[config.mk]
export PLATFORM = sky130hd
export DESIGN_NAME = swcfg_switch_reconf
export DESIGN_NICKNAME = d
export VERILOG_FILES = /design/src/rtl/swcfg_pkg.sv /design/src/rtl/swcfg_keyseq.sv /design/src/rtl/swcfg_ring.sv /design/src/rtl/swcfg_datapath.sv /design/src/rtl/swcfg_switch_reconf.sv
export SDC_FILE = /design/constraint.sdc
export NUM_CORES = 1
export LEC_CHECK = 0
export BUFFER_PORTS_ARGS = -buffer_cell sky130_fd_sc_hd__buf_2
export CORE_ASPECT_RATIO = 0.75
export CORE_MARGIN = 8
export CORE_UTILIZATION = 60
export DETAILED_ROUTE_END_ITERATION = 7
export HOLD_SLACK_MARGIN = 0.1
export PLACE_DENSITY = 0.83
export SLEW_MARGIN = 20
export SYNTH_ARGS = -nofsm -noshare
export SYNTH_HDL_FRONTEND = slang
export SYNTH_SLANG_ARGS = --single-unit
[constraint.sdc]
create_clock -name clk -period 7.1 [get_ports clk]
set_clock_uncertainty 0.2 [all_clocks]
set_input_delay 0.355 -clock clk [delete_from_list [all_inputs] [get_ports clk]]
set_output_delay 0.355 -clock clk [all_outputs]
set_load 0.005 [all_outputs]
[src/rtl/swcfg_pkg.sv]
package swcfg_pkg;

    typedef enum logic [2:0] {
        KS_CHECK = 3'b101,
        KS_LOAD  = 3'b011,
        KS_READY = 3'b110,
        KS_TRAP  = 3'b000
    } key_state_e;

    typedef struct packed {
        logic valid;
        logic data;
    } key_beat_t;

    function automatic int unsigned tap_weight(input int unsigned idx);
        return 2 * idx + 1;
    endfunction

endpackage

[src/rtl/swcfg_keyseq.sv]
module swcfg_keyseq #(
    parameter int unsigned INIT_LEN = 16,
    parameter int unsigned CFG_LEN  = 8,
    parameter logic [INIT_LEN-1:0] INIT_KEY = 16'hA5C3,
    parameter logic [INIT_LEN-1:0] KEY_MASK = 16'h3C96
) (
    input  logic                  clk,
    input  logic                  rst,
    input  swcfg_pkg::key_beat_t  beat,
    output logic                  load_pulse,
    output logic [CFG_LEN-1:0]    cfg_word,
    output logic                  ready,
    output logic                  trapped
);
    import swcfg_pkg::*;

    localparam int unsigned MAXLEN = (INIT_LEN > CFG_LEN) ? INIT_LEN : CFG_LEN;
    localparam int unsigned CNT_W  = $clog2(MAXLEN + 1);
    localparam logic [CNT_W-1:0] LAST_INIT = CNT_W'(INIT_LEN - 1);
    localparam logic [CNT_W-1:0] LAST_CFG  = CNT_W'(CFG_LEN - 1);
    localparam logic [INIT_LEN-1:0] HIDDEN = INIT_KEY ^ KEY_MASK;

    key_state_e            state;
    logic [CNT_W-1:0]      cnt;
    logic [INIT_LEN-1:0]   ref_pat;
    logic [INIT_LEN-1:0]   mask_pat;
    logic [CFG_LEN-2:0]    shreg;
    logic                  bit_ok;

    assign bit_ok     = ((beat.data ^ mask_pat[INIT_LEN-1]) == ref_pat[INIT_LEN-1]);
    assign cfg_word   = {shreg, beat.data};
    assign load_pulse = (state == KS_LOAD) && beat.valid && (cnt == LAST_CFG);
    assign ready      = (state == KS_READY);
    assign trapped    = (state == KS_TRAP);

    always_ff @(posedge clk) begin
        if (rst) begin
            state    <= KS_CHECK;
            cnt      <= '0;
            ref_pat  <= HIDDEN;
            mask_pat <= KEY_MASK;
            shreg    <= '0;
        end else begin
            case (state)
                KS_CHECK: begin
                    if (beat.valid) begin
                        ref_pat  <= {ref_pat[INIT_LEN-2:0], 1'b0};
                        mask_pat <= {mask_pat[INIT_LEN-2:0], 1'b0};
                        if (!bit_ok) begin
                            state <= KS_TRAP;
                        end else if (cnt == LAST_INIT) begin
                            state <= KS_LOAD;
                            cnt   <= '0;
                        end else begin
                            cnt <= cnt + 1'b1;
                        end
                    end
                end
                KS_LOAD: begin
                    if (beat.valid) begin
                        shreg <= cfg_word[CFG_LEN-2:0];
                        if (cnt == LAST_CFG) begin
                            state <= KS_READY;
                            cnt   <= '0;
                        end else begin
                            cnt <= cnt + 1'b1;
                        end
                    end
                end
                KS_READY: state <= KS_READY;
                KS_TRAP:  state <= KS_TRAP;
                default:  state <= KS_TRAP;
            endcase
        end
    end

endmodule

[src/rtl/swcfg_ring.sv]
module swcfg_ring #(
    parameter int unsigned POS = 4,
    localparam int unsigned IDX_W = $clog2(POS)
) (
    input  logic             clk,
    input  logic             rst,
    input  logic             load,
    input  logic [IDX_W-1:0] init_idx,
    input  logic             advance,
    input  logic             active,
    output logic [IDX_W-1:0] sel_idx
);
    logic [POS-1:0]   ring;
    logic [IDX_W-1:0] idx;

    always_ff @(posedge clk) begin
        if (rst) begin
            ring <= POS'(1);
        end else if (load) begin
            ring <= POS'(1) << init_idx;
        end else if (advance) begin
            ring <= {ring[POS-2:0], ring[POS-1]};
        end
    end

    always_comb begin
        idx = '0;
        for (int p = 0; p < POS; p++) begin
            if (ring[p]) idx = IDX_W'(p);
        end
    end

    assign sel_idx = active ? idx : '0;

endmodule

[src/rtl/swcfg_datapath.sv]
module swcfg_datapath #(
    parameter int unsigned N_SW = 4,
    parameter int unsigned POS  = 4,
    parameter int unsigned DW   = 8,
    parameter int unsigned OW   = 16,
    localparam int unsigned IDX_W = $clog2(POS)
) (
    input  logic                     clk,
    input  logic                     rst,
    input  logic                     sample_valid,
    input  logic signed [DW-1:0]     sample_in,
    input  logic [N_SW*IDX_W-1:0]    sel_flat,
    output logic signed [OW-1:0]     result,
    output logic                     result_valid
);
    logic signed [DW-1:0] hist [POS-1];
    logic signed [DW-1:0] win  [POS];
    logic signed [OW-1:0] acc;

    always_comb begin
        win[0] = sample_in;
        for (int k = 1; k < POS; k++) win[k] = hist[k-1];
    end

    always_comb begin
        logic signed [OW-1:0] wgt;
        logic signed [OW-1:0] tap;
        logic [IDX_W-1:0]     s;
        acc = '0;
        for (int j = 0; j < N_SW; j++) begin
            s   = sel_flat[j*IDX_W +: IDX_W];
            wgt = OW'(swcfg_pkg::tap_weight(j));
            tap = OW'(win[s]);
            acc = acc + wgt * tap;
        end
    end

    always_ff @(posedge clk) begin
        if (rst) begin
            for (int k = 0; k < POS - 1; k++) hist[k] <= '0;
            result       <= '0;
            result_valid <= 1'b0;
        end else begin
            result_valid <= sample_valid;
            if (sample_valid) begin
                hist[0] <= sample_in;
                for (int k = 1; k < POS - 1; k++) hist[k] <= hist[k-1];
                result <= acc;
            end
        end
    end

endmodule

[src/rtl/swcfg_switch_reconf.sv]
module swcfg_switch_reconf #(
    parameter int unsigned INIT_LEN = 16,
    parameter int unsigned CFG_LEN  = 8,
    parameter int unsigned SEL_POS  = 4,
    parameter int unsigned DATA_W   = 8,
    parameter int unsigned OUT_W    = 16,
    parameter logic [INIT_LEN-1:0] INIT_KEY = 16'hA5C3,
    parameter logic [INIT_LEN-1:0] KEY_MASK = 16'h3C96,
    localparam int unsigned IDX_W = $clog2(SEL_POS),
    localparam int unsigned N_SW  = CFG_LEN / IDX_W
) (
    input  logic                    clk,
    input  logic                    rst,
    input  logic                    key_valid,
    input  logic                    key_bit,
    input  logic                    sample_valid,
    input  logic [DATA_W-1:0]       sample_in,
    output logic [OUT_W-1:0]        result,
    output logic                    result_valid,
    output logic                    configured,
    output logic [N_SW*IDX_W-1:0]   sw_sel
);
    swcfg_pkg::key_beat_t  beat;
    logic                  load_pulse;
    logic [CFG_LEN-1:0]    cfg_word;
    logic                  ready;
    logic                  trap_w;
    logic signed [OUT_W-1:0] res_s;

    assign beat.valid = key_valid;
    assign beat.data  = key_bit;

    swcfg_keyseq #(
        .INIT_LEN(INIT_LEN), .CFG_LEN(CFG_LEN),
        .INIT_KEY(INIT_KEY), .KEY_MASK(KEY_MASK)
    ) i_keyseq (
        .clk(clk), .rst(rst), .beat(beat),
        .load_pulse(load_pulse), .cfg_word(cfg_word),
        .ready(ready), .trapped(trap_w)
    );

    for (genvar j = 0; j < N_SW; j++) begin : g_sw
        swcfg_ring #(.POS(SEL_POS)) i_ring (
            .clk(clk), .rst(rst),
            .load(load_pulse),
            .init_idx(cfg_word[j*IDX_W +: IDX_W]),
            .advance(ready & sample_valid),
            .active(ready),
            .sel_idx(sw_sel[j*IDX_W +: IDX_W])
        );
    end

    swcfg_datapath #(
        .N_SW(N_SW), .POS(SEL_POS), .DW(DATA_W), .OW(OUT_W)
    ) i_dp (
        .clk(clk), .rst(rst),
        .sample_valid(sample_valid),
        .sample_in($signed(sample_in)),
        .sel_flat(sw_sel),
        .result(res_s),
        .result_valid(result_valid)
    );

    assign result     = res_s;
    assign configured = ready;

endmodule

# [Yosys cells after proc, flatten, opt, wreduce, memory -nomap -nowiden]
# Memory sizes are Yosys's and may differ from the RTL's.
# Index checks and enable logic that the tools add are counted.
[totals] reg_bits=79 ramBits=24 inputBits=13 out_inout_bits=26 word_cells=111 memories=1
[classes] addsub=4 multipliers=3 magnitude_cmp=4 eq_ne=11 shifts=4 muxes=56 bitwise_logic=9 reduce_logical=8
[mem_list] memory="i_dp.hist" depth=3 width=8 rd=3 rd_clocked_by_memory_dff=0 wr=3 line="swcfg_datapath.sv:16" rtl="logic signed [DW-1:0] hist [POS-1];"
[op_table] op="2-to-1 mux 8 bit" n=11
[op_table] op="binary-select mux 8 bit (select 2 bit)" n=4
[op_table] op="adder 16 bit" n=2
[op_table] op="2-to-1 mux 4 bit" n=8
[op_table] op="2-to-1 mux 5 bit" n=5
[op_table] op="multiplier 4 x 8 -> 12 bit, first input constant" n=2
[op_table] op="2-to-1 mux 2 bit" n=12
[op_table] op="<< shifter 1 x 2 -> 4 bit, first input constant" n=4
[op_table] op="2-to-1 mux 3 bit" n=5
[op_table] op="adder 8 x 11 -> 12 bit" n=1
[op_table] op=">= comparator 3 bit, second input constant" n=4
[op_table] op="NOT 2 -> 3 bit" n=4
[op_table] op="multiplier 3 x 8 -> 11 bit, first input constant" n=1
[op_table] op="one-hot mux 5 bit (2 select lines)" n=1
[op_table] op="2-to-1 mux 1 bit" n=9
[op_table] op="one-hot mux 3 bit (3 select lines)" n=1
[op_table] op="AND reduction 4 bit" n=2
[op_table] op="== test 3 bit, second input constant" n=2
[op_table] op="!= test 2 bit, second input constant" n=3
[op_table] op="adder 5 x 1 -> 5 bit, second input constant" n=1
[op_table] op="== test 5 x 3 -> 1 bit, second input constant" n=1
[op_table] op="== test 5 x 4 -> 1 bit, second input constant" n=1
[op_table] op="AND reduction 2 bit" n=2
[op_table] op="nonzero test 2 bit" n=2
[op_table] op="8 further kinds" n=11

# [Longest topological paths before layout]
# Gate-level depths: netlist of the first run.
[logic_depth] ltp_word=12 mapped_depth=31 depth_no_buf=28

# [By module]
# From an unflattened synthesis of the first run, not the netlist that was laid out.
[hier_totals] cells_unflattened=690 hier_area_um2=7124.3
[modules_own_cells] mod="swcfg_datapath" instances=1 cells_per_inst=371 area_each_um2=4409.2 seq_area_each_um2=1021.0
[modules_own_cells] mod="swcfg_keyseq" instances=1 cells_per_inst=222 area_each_um2=1863.0 seq_area_each_um2=900.9
[modules_own_cells] mod="swcfg_ring" instances=4 cells_per_inst=24 area_each_um2=211.5 seq_area_each_um2=80.1
[modules_own_cells] mod="swcfg_switch_reconf" instances=1 cells_per_inst=1 area_each_um2=6.3 seq_area_each_um2=0.0

# [Worst setup path before layout of the first run]
# No wires, ideal clock.
[synth_timing] path_kind="register -> register" start="reg i_keyseq.state[2]" end="reg i_dp.result[12]" setup_time_ns=0.117 t_arrival_ns=5.598 required_ns=6.783 path_slack_ns=1.185 stages_incl_launch_ff=29 n_path_buf=2 period_less_slack_ns=5.915 cell_sequence="dfxtp_1 -> buf_4 -> nand3b_4 -> clkbuf_1 -> nor2_2 -> nor3_1 -> a32oi_1 -> o21ai_0 -> ha_1 -> fa_1 -> inv_1 -> fa_1 -> nor2b_1 -> o21ai_0 -> a21boi_0 -> o21ai_0 -> a21boi_0 -> o21ai_0 -> nand2b_1 -> xnor2_1 -> fa_1 -> inv_1 -> ha_1 -> nand3_1 -> nor3_1 -> o41ai_2 -> a21oi_1 -> xor2_1 -> a22o_1"
[synth_via] elab_chain_cells=10
[synth_lines] item="from (decl)" line="swcfg_keyseq.sv:23" rtl="key_state_e state;"
[synth_lines] item="from (signal assigned)" line="swcfg_keyseq.sv:38" rtl="state <= KS_CHECK;"
[synth_lines] item="from (signal assigned)" line="swcfg_keyseq.sv:50" rtl="state <= KS_TRAP;"
[synth_lines] item="from (signal assigned)" line="swcfg_keyseq.sv:52" rtl="state <= KS_LOAD;"
[synth_lines] item="== test 3 bit" line="swcfg_keyseq.sv:33" rtl="assign ready = (state == KS_READY);"
[synth_lines] item="2-to-1 mux 2 bit" line="swcfg_ring.sv:33" rtl="assign sel_idx = active ? idx : '0;"
[synth_lines] item="via sw_sel[3]" line="swcfg_switch_reconf.sv:21" rtl="output logic [N_SW*IDX_W-1:0] sw_sel"
[synth_lines] item="NOT 2 -> 3 bit (not written as such)" line="swcfg_datapath.sv:33" rtl="tap = OW'(win[s]);"
[synth_lines] item="binary-select mux 8 bit (select 2 bit)" line="swcfg_datapath.sv:33"
[synth_lines] item="2-to-1 mux 8 bit (not written as such) (2 in series)" line="swcfg_datapath.sv:33"
[synth_lines] item="multiplier 3 x 8 -> 11 bit" line="swcfg_datapath.sv:34" rtl="acc = acc + wgt * tap;"
[synth_lines] item="adder 8 x 11 -> 12 bit" line="swcfg_datapath.sv:34"
[synth_lines] item="adder 16 bit (2 in series)" line="swcfg_datapath.sv:34"
[synth_lines] item="to (signal assigned)" line="swcfg_datapath.sv:41" rtl="result <= '0;"
[synth_lines] item="to (signal assigned)" line="swcfg_datapath.sv:48" rtl="result <= acc;"
[synth_lines] item="to (decl)" line="swcfg_datapath.sv:13" rtl="output logic signed [OW-1:0] result,"
# The timed path passes the listed nets, and every way through them passes these cells. The select of a mux whose other input is x is not followed.
# A chain may end at the register's enable or synchronous reset.

# [Worst setup path in the final report of the first run]
[layout_timing] start="reg i_keyseq.state[0]" end="reg i_dp.result[12]"
[layout_via] elab_chain_cells=10
[layout_lines] item="== test 3 bit (*)" line="swcfg_keyseq.sv:33"
[layout_lines] item="2-to-1 mux 2 bit" line="swcfg_ring.sv:33"
[layout_lines] item="NOT 2 -> 3 bit (not written as such)" line="swcfg_datapath.sv:33"
[layout_lines] item="binary-select mux 8 bit (select 2 bit)" line="swcfg_datapath.sv:33"
[layout_lines] item="2-to-1 mux 8 bit (not written as such) (2 in series)" line="swcfg_datapath.sv:33"
[layout_lines] item="multiplier 3 x 8 -> 11 bit" line="swcfg_datapath.sv:34"
[layout_lines] item="adder 8 x 11 -> 12 bit" line="swcfg_datapath.sv:34"
[layout_lines] item="adder 16 bit" line="swcfg_datapath.sv:34"
[layout_lines] item="adder 16 bit (*)" line="swcfg_datapath.sv:34"
# Every way passes the cells marked *; elsewhere a longest branch is shown, timed or not. The select of a mux whose other input is x is not followed.

==> impl_metrics.env, run 1 <==
export IMPL_placed_area_um2=8000
export IMPL_route_detailed_drc=0
export IMPL_synth_seq_cells=102
export IMPL_numPlacedInstances=1100
export IMPL_fmax_mhz=149
export IMPL_cp_start_kind="flip-flop"
export IMPL_syn_area_um2=7680
export IMPL_ctsHtreeMaxLevel=3
export IMPL_wire_per_inst_um=16.4
export IMPL_cts_sinks=102
export IMPL_layout_nets=1050
export IMPL_crit_slowest_cell="fa_1"
export IMPL_num_antenna_cells=0
export IMPL_grt_use_total=0.220
export IMPL_drtPass1Iterations=6
export IMPL_via_count=6552
export IMPL_synth_warnings=0
export IMPL_row_count=35
export IMPL_p_leak_nw=3.75
export IMPL_place_gp_congestion=0.996
export IMPL_fin_crit_ps=6720
export IMPL_status="finished, final reports clean"
export IMPL_synth_top_area_frac=0.203
export IMPL_cts_made_buffers=9
export IMPL_maxCapViolations=0
export IMPL_post_drt_via_cell_ratio=5.87
export IMPL_criticalPathCategory="flip-flop to flip-flop"
export IMPL_yosysTopAreaCell="dfxtp_1"
export IMPL_post_cts_buffers=0
export IMPL_worstPathMaxFanout=18
export IMPL_setup_violations_final=0
export IMPL_clk_latency_ps=350
export IMPL_yosysSeqAreaShare=0.297
export IMPL_cts_clk_slew_worst_paths_ps=70
export IMPL_crit_family="adder cells"
export IMPL_fin_tns_setup_ps=0
export IMPL_num_io_pins=39
export IMPL_cp_end_kind="flip-flop"
export IMPL_area_growth_pct=8.49
export IMPL_crit_buf_inv=5
export IMPL_coreArea_um2=12400
export IMPL_ir_drop_uv=397
export IMPL_dpl_hpwl_um=13300
export IMPL_final_cell_area_um2=8330
export IMPL_async_flop_share=0
export IMPL_first_iter_violations=625
export IMPL_rsz0062_at_grt="no"
export IMPL_cts_tree="done"
export IMPL_die_y_um=114
export IMPL_synthTopCellsByCount="nand2_1 (151), inv_1 (107), dfxtp_1 (78), a21oi_1 (71), ha_1 (66)"
export IMPL_syn_area_per_cell_um2=8.32
export IMPL_root_buffer="clkbuf_16"
export IMPL_die_area_um2=16700
export IMPL_synth_most_common_cell="nand2_1"
export IMPL_crit_arrival_ps=6770
export IMPL_cp_required_ps=7150
export IMPL_period_share=0.946
export IMPL_synth_edf_count=24
export IMPL_die_w_um=147
export IMPL_drive_gt1_frac=0.0894
export IMPL_grt_max_degree=72
export IMPL_slew_violations=0
export IMPL_hold_class="input port to flip-flop"
export IMPL_holdWs_ps=173
export IMPL_drtAntennaViolNets=0
export IMPL_critPathMaxStageDelay_ps=570
export IMPL_antenna_found_initial=0
export IMPL_cp_common_cell="inv_1"
export IMPL_synth_nets=1027
export IMPL_routed_wl_um=18300
export IMPL_relSlewSlack=0.283
export IMPL_grt_pass1_wl_um=30500
export IMPL_stdcell_count=1117
export IMPL_hold_violations=0
export IMPL_synthTopCellsByArea="dfxtp_1 (20%), ha_1 (11%), edfxtp_1 (9.4%)"
export IMPL_synth_main_ff_cell="dfxtp_1"
export IMPL_synthCells=923
export IMPL_initial_core_util=0.620
export IMPL_worst_slew_pin_slew_ps=1070
export IMPL_grt_overflow=0
export IMPL_synth_cell_type_count=61
export IMPL_grt_pass1_vias=6122
export IMPL_power_density_nw_per_um2=293
export IMPL_clk_path_buf_depth=2
export IMPL_io_buffers=38
## report_power, final
group / internal [mW] / switching (mW) / leakage, nW
clock network: 0.280 / 0.238 / 0.158
logic: 0.544 / 0.664 / 2.69
registers: 0.666 / 0.0516 / 0.901
## registers in the layout (all words and copies together) (netlist names)
register	flops
i_dp.hist	24
g_sw.i_ring.ring	16
i_dp.result	16
i_keyseq.ref_pat	16
i_keyseq.mask_pat	14
i_keyseq.shreg	7
i_keyseq.cnt	5
i_keyseq.state	3
i_dp.result_valid	1
## worst paths after layout
path,endpoint,cells after the start,slack [ps],from
worst max register to register,i_dp.result[12]$_SDFFE_PP0P_,27,380,i_keyseq.state[0]$_SDFFE_PP1P_
worst max-delay path,i_dp.result[12]$_SDFFE_PP0P_,27,380,i_keyseq.state[0]$_SDFFE_PP1P_
worst min-delay path,i_dp.hist[0][5]$_SDFFCE_PN0P_,2,170,sample_in[5]
worst min register to register,i_keyseq.mask_pat[9]$_SDFFE_PP0P_,2,250,i_keyseq.mask_pat[8]$_SDFFE_PP0P_
## cell usage in the layout, fill, tap and decap left out, types with 5 or more instances in the layout
cell and instances:
xor2_1 15, a22o_1 7, fa_1 25, ha_1 66, buf_4 11, edfxtp_1 24
and2_1 28, o22a_1 6, nand2_1 151, inv_1 107, nor2b_1 5, xnor2_1 26
o22ai_1 10, a221oi_1 9, nor2_1 43, clkbuf_16 10, a32oi_1 8, nand2b_1 8
mux2i_1 30, dfxtp_1 78, nand3_1 16, a21oi_1 71, nor3_1 12, o21ai_0 35
nand3b_1 13, a21o_1 13, a31oi_1 15, buf_2 38, o221ai_1 8
## stage by stage
step | util | setup slack (ps) | power (mW)
2_1_floorplan | - | 1190 | 1.68
3_3_place_gp | 0.645 | 785 | 1.89
3_5_place_dp | 0.645 | 546 | 1.91
4_1_cts | 0.672 | 526 | 2.45
5_1_grt | 0.672 | 17.3 | 2.64
6_report | 0.672 | 380 | 2.44
## kinds of logic (layout without fill, tap and decap cells)
| group | count (synthesis) | count (layout) | synth area share |
|---|---|---|---|
| simple gates | 298 | 298 | 0.182 |
| mux | 31 | 31 | 0.0411 |
| flops | 102 | 102 | 0.297 |
| buf+inv | 148 | 176 | 0.0762 |
| xor+xnor | 42 | 42 | 0.0503 |
| compound gates | 211 | 211 | 0.181 |
| fa+ha+maj | 91 | 91 | 0.173 |
## final cells by class
class | count | area, um^2
Timing Repair Buffer | 50 | 283
Tap cell | 166 | 208
Clock inverter | 5 | 56.3
Sequential cell | 102 | 2280
Fill cell | 1018 | 4060
Inverter | 110 | 415
Clock buffer | 11 | 264
Multi-Input combinational cell | 673 | 4820
## layer usage
metal  routed length, um  vias to the layer above  track usage
met1                8310                     3068        0.311
met4                 191                        0       0.0479
li1                    -                     3207            -
met5                   0                        -            0
met2                8040                      255        0.327
met3                1780                       22       0.0605
## timing repair
action                    CTS  global route
hold buffers                1             0
resized for setup           0             0
hold endpoints to repair    1             0
No activity file was read; power rests on OpenSTA's default activity.
==> run 2: changes to the inputs <==
CELL_PAD_IN_SITES_DETAIL_PLACEMENT = 1   (was default)
CELL_PAD_IN_SITES_GLOBAL_PLACEMENT = 1   (was default)
CORE_UTILIZATION = 48   (was 60)
PLACE_DENSITY = default   (was 0.83)
PLACE_DENSITY_LB_ADDON = 0.1   (was default)
SKIP_CTS_REPAIR_TIMING = 1   (was default)
==> run 2 against run 1 <==
Net effect: power increased by 2.2%; combinational power grew 5%; worst hold slack worse by 11 ps; utilization shrank 14 points; worst setup slack better by 160 ps; global-route usage rose by 0.46 points; via count is 2.0% higher; clock-buffer cell count down 2; first-iteration DRC count decreased by 40%; register-to-register slack better by 160 ps; sequential power hardly changed; critical path type unchanged; critical endpoint unchanged; largest cell class unchanged; highest routed layer unchanged.
==> impl_metrics.env, run 2 (synthesis gave the netlist of run 1 again) <==
export IMPL_cp_end_kind="flip-flop"
export IMPL_numPlacedInstances=1150
export IMPL_top_layer="met4"
export IMPL_dpl_hpwl_um=17100
export IMPL_p_leak_nw=3.76
export IMPL_num_antenna_cells=0
export IMPL_worstPathMaxFanout=12
export IMPL_hold_violations=0
export IMPL_coreArea_um2=15800
export IMPL_io_buffers=38
export IMPL_clk_latency_ps=360
export IMPL_stdcell_count=1167
export IMPL_rsz0062_at_grt="no"
export IMPL_crit_slowest_cell="fa_1"
export IMPL_layout_nets=1056
export IMPL_route_detailed_drc=0
export IMPL_grt_max_degree=72
export IMPL_relSlewSlack=0.306
export IMPL_die_area_um2=20300
export IMPL_place_gp_congestion=0.918
export IMPL_antenna_found_initial=0
export IMPL_cts_clk_slew_worst_paths_ps=80
export IMPL_via_count=6684
export IMPL_setup_violations_final=0
export IMPL_place_ws_ps=576
export IMPL_drtAntennaViolNets=0
export IMPL_clk_path_buf_depth=2
export IMPL_ctsHtreeMaxLevel=3
export IMPL_num_io_pins=39
export IMPL_die_w_um=162
export IMPL_worst_slew_pin_slew_ps=1040
export IMPL_drive_gt1_frac=0.0940
export IMPL_wl_met3_um=1210
export IMPL_cp_common_cell="inv_1"
export IMPL_final_cell_mix="nand2_1 (151), inv_1 (106), dfxtp_1 (78)"
export IMPL_cp_required_ps=7160
export IMPL_root_buffer="clkbuf_16"
export IMPL_cts_sinks=102
export IMPL_setup_slack_ps=544
export IMPL_grt_pass1_vias=6981
export IMPL_first_iter_violations=375
export IMPL_critPathMaxStageDelay_ps=540
export IMPL_grt_pass1_wl_um=36800
export IMPL_area_growth_pct=9.38
export IMPL_slew_violations=0
export IMPL_row_count=40
export IMPL_wl_met1_um=10500
export IMPL_largest_register_ffs=24
export IMPL_hold_class="input port to flip-flop"
export IMPL_fin_crit_ps=6560
export IMPL_period_share=0.923
export IMPL_crit_arrival_ps=6610
export IMPL_cp_start_kind="flip-flop"
export IMPL_reg2reg_slack_ps=540
export IMPL_dr_wl_met2_um=10600
export IMPL_routed_wl_um=22600
export IMPL_cts_tree="done"
export IMPL_fin_tns_setup_ps=0
export IMPL_die_y_um=126
export IMPL_final_common_cell="nand2_1"
export IMPL_grt_use_total=0.225
export IMPL_final_util=0.531
export IMPL_cts_made_buffers=9
export IMPL_drtPass1Iterations=7
export IMPL_fmax_mhz=153
export IMPL_grt_overflow=0
export IMPL_initial_core_util=0.486
export IMPL_power_density_nw_per_um2=297
export IMPL_wire_per_inst_um=19.4
export IMPL_criticalPathCategory="flip-flop to flip-flop"
export IMPL_status="finished, final reports clean"
export IMPL_post_drt_via_cell_ratio=5.73
export IMPL_maxCapViolations=0
export IMPL_ir_drop_uv=248
export IMPL_top_register="i_dp.hist"
[run 2: metal layers]
layer,GRT usage,vias up
met3,0.0416,27
met5,0,-
met4,0.0576,0
li1,-,3210
met1,0.303,3289
met2,0.363,158
[run 2: worst max-delay path: cells and delay by family, from the launching register on]
kind | cells | cell delay [ps]
adders and majority gates | 5 | 2050
AOI/OAI and AO/OA | 8 | 1710
and+or+nand+nor | 6 | 990
buffers and inverters | 7 | 710
DFF | 1 | 520
xor gates and xnor gates | 2 | 280
[run 2: report_power, final]
| group | switching, mW | total, mW | internal (mW) |
|---|---|---|---|
| combinational | 0.727 | 1.27 | 0.546 |
| sequential | 0.0524 | 0.718 | 0.666 |
| clock | 0.258 | 0.505 | 0.247 |
[run 2: path summary, 6_finish.rpt]
check | from | end | cells past startpoint
max | i_keyseq.state[1]$_SDFFE_PP0P_ | i_dp.result[12]$_SDFFE_PP0P_ | 28
min reg2reg | i_dp.result[13]$_SDFFE_PP0P_ | i_dp.result[13]$_SDFFE_PP0P_ | 2
min | sample_in[1] | i_dp.hist[0][1]$_SDFFCE_PN0P_ | 2
max reg2reg | i_keyseq.state[1]$_SDFFE_PP0P_ | i_dp.result[12]$_SDFFE_PP0P_ | 28
[run 2: metrics by stage]
stage | cell area, um^2 | power [mW] | hold slack (ps)
detailed placement | 8100 | 1.99 | 241
CTS | 8390 | 2.52 | 90.0
global route | 8400 | 2.70 | 179
global placement | 8100 | 1.93 | 235
floorplan | 7680 | 1.68 | 226
finish | 8400 | 2.50 | 162
[run 2: final cells by class]
type | instances | area, um^2
clock buffer | 9 | 225
clock inverter | 7 | 67.6
fill | 1939 | 7410
inverter | 110 | 415
multi-input combinational | 673 | 4820
sequential | 102 | 2280
tap | 210 | 263
timing repair buffer | 56 | 328
==> run 3: changes to the inputs <==
CORE_UTILIZATION = 50   (was 48)
SYNTH_HIERARCHICAL = 1   (was default)
==> run 3 against run 2 <==
Net effect: worst setup slack got worse by 86 ps; register-to-register slack lost 90 ps; sequential share of layout area rose by 1.8 points; final cell count shrank 24%; clock power grew 8.9%; synthesized cell count fell by 25%.
==> impl_metrics.env, run 3 <==
export IMPL_status="finished, final reports clean"
export IMPL_drtAntennaViolNets=0
export IMPL_final_util=0.560
export IMPL_grt_max_degree=39
export IMPL_p_leak_nw=3.29
export IMPL_maxCapViolations=0
export IMPL_route_detailed_drc=0
export IMPL_synth_nets=803
export IMPL_initial_core_util=0.516
export IMPL_setup_violations_final=0
export IMPL_antenna_found_initial=0
export IMPL_top_register="i_dp/hist"
export IMPL_root_buffer="clkbuf_16"
export IMPL_cts_tree="done"
export IMPL_cp_end_kind="flip-flop"
export IMPL_fin_crit_ps=6640
export IMPL_row_count=37
export IMPL_total_power_mw=2.56
export IMPL_fin_tns_setup_ps=0
export IMPL_cp_common_cell="inv_1"
export IMPL_relSlewSlack=0.301
export IMPL_criticalPathCategory="flip-flop to flip-flop"
export IMPL_cts_clk_slew_worst_paths_ps=70
export IMPL_hold_violations=0
export IMPL_rsz0062_at_grt="no"
export IMPL_drive_gt1_frac=0.145
export IMPL_num_antenna_cells=0
export IMPL_place_ws_ps=398
export IMPL_cp_start_kind="flip-flop"
export IMPL_die_w_um=154
export IMPL_clk_latency_ps=360
export IMPL_cp_required_ps=7140
export IMPL_worstPathMaxFanout=10
export IMPL_final_common_cell="nand2_1"
export IMPL_routed_wl_um=16600
export IMPL_ir_drop_uv=161
export IMPL_via_count=5070
export IMPL_ctsHtreeMaxLevel=3
export IMPL_drtPass1Iterations=4
export IMPL_slew_violations=0
export IMPL_power_density_nw_per_um2=331
export IMPL_crit_slowest_cell="fa_1"
export IMPL_die_area_um2=18400
export IMPL_grt_pass1_wl_um=27700
export IMPL_final_cell_mix="nand2_1 (87), inv_1 (80), dfxtp_1 (76)"
export IMPL_layout_nets=820
export IMPL_grt_pass1_vias=5474
export IMPL_dpl_hpwl_um=12900
export IMPL_cts_made_buffers=9
export IMPL_cts_sinks=100
export IMPL_syn_area_um2=7120
export IMPL_place_gp_congestion=0.800
export IMPL_numPlacedInstances=870
export IMPL_area_growth_pct=8.61
export IMPL_period_share=0.935
export IMPL_top_regs="i_dp/hist (24), g_sw.i_ring/ring (16), i_keyseq/ref_pat (16)"
export IMPL_holdWs_ps=113
export IMPL_largest_register_ffs=24
export IMPL_grt_overflow=0
export IMPL_critPathMaxStageDelay_ps=600
export IMPL_stdcell_count=886
export IMPL_synth_warnings=6
export IMPL_crit_buf_inv=6
export IMPL_syn_area_per_cell_um2=10.3
export IMPL_crit_family="adder cells"
export IMPL_hold_class="input port to flip-flop"
export IMPL_io_buffers=38
export IMPL_clk_path_buf_depth=2
export IMPL_placed_area_um2=7390
export IMPL_worst_slew_pin_slew_ps=1050
export IMPL_first_iter_violations=257
export IMPL_wire_per_inst_um=18.7
export IMPL_die_y_um=119
export IMPL_num_io_pins=39
export IMPL_coreArea_um2=13800
export IMPL_fmax_mhz=151
export IMPL_post_drt_via_cell_ratio=5.72
export IMPL_final_cell_area_um2=7730
export IMPL_cp_cell_sequence="inv_1 > or2_2 > inv_1 > o21a_1 > mux4_2 > ha_1 > fa_1 > inv_1 > fa_1 > inv_1 > fa_1 > inv_1 > fa_1 > inv_1 > ha_1 > a21o_1 > and4_4 > or2_1 > a31o_2 > a221o_1"
export IMPL_crit_arrival_ps=6690
export IMPL_grt_use_total=0.189
export IMPL_setup_slack_ps=458
export IMPL_synthCells=689
run 3: worst reg2reg max path: stages (launching register included):
cell     delay [ps]
dfxtp_1         440
inv_1           110
or2_2           320
inv_1           230
o21a_1          380
mux4_2          580
ha_1            340
fa_1            540
inv_1            50
fa_1            530
inv_1            50
fa_1            530
inv_1            60
fa_1            600
inv_1            60
ha_1            290
a21o_1          200
and4_4          200
or2_1           270
a31o_2          260
a221o_1         280
run 3: power by group:
group	total (mW)	switching, mW	internal [mW]
logic	1.29	0.730	0.560
registers	0.716	0.0545	0.662
clock network	0.550	0.217	0.334
total	2.56	1.00	1.56
run 3: area by class of cell:
| cell class | instances | area (um^2) |
|---|---|---|
| tap | 175 | 219 |
| inverter | 80 | 300 |
| clock buffer | 12 | 258 |
| sequential | 100 | 2240 |
| timing repair buffer | 42 | 220 |
| multi-input combinational | 473 | 4410 |
| fill | 1552 | 6060 |
| clock inverter | 4 | 80.1 |
run 3: path summary, 6_finish.rpt:
kind / slack [ps] / to / cells past startpoint / start
worst max-delay path: 460 / i_dp/result[9]$_SDFFE_PP0P_ / 20 / i_keyseq/state[1]$_SDFFE_PP0P_
worst min-delay path: 110 / i_keyseq/shreg[0]$_SDFFE_PP0P_ / 3 / key_bit
worst max register to register: 460 / i_dp/result[9]$_SDFFE_PP0P_ / 20 / i_keyseq/state[1]$_SDFFE_PP0P_
worst min register to register: 250 / i_keyseq/ref_pat[9]$_SDFFE_PP0P_ / 2 / i_keyseq/ref_pat[8]$_SDFFE_PP1P_
run 3: routing by layer:
metal  track usage  share of wire
met1         0.254           0.47
met2         0.295           0.45
met3        0.0459          0.061
met4        0.0598          0.016
met5             0              0
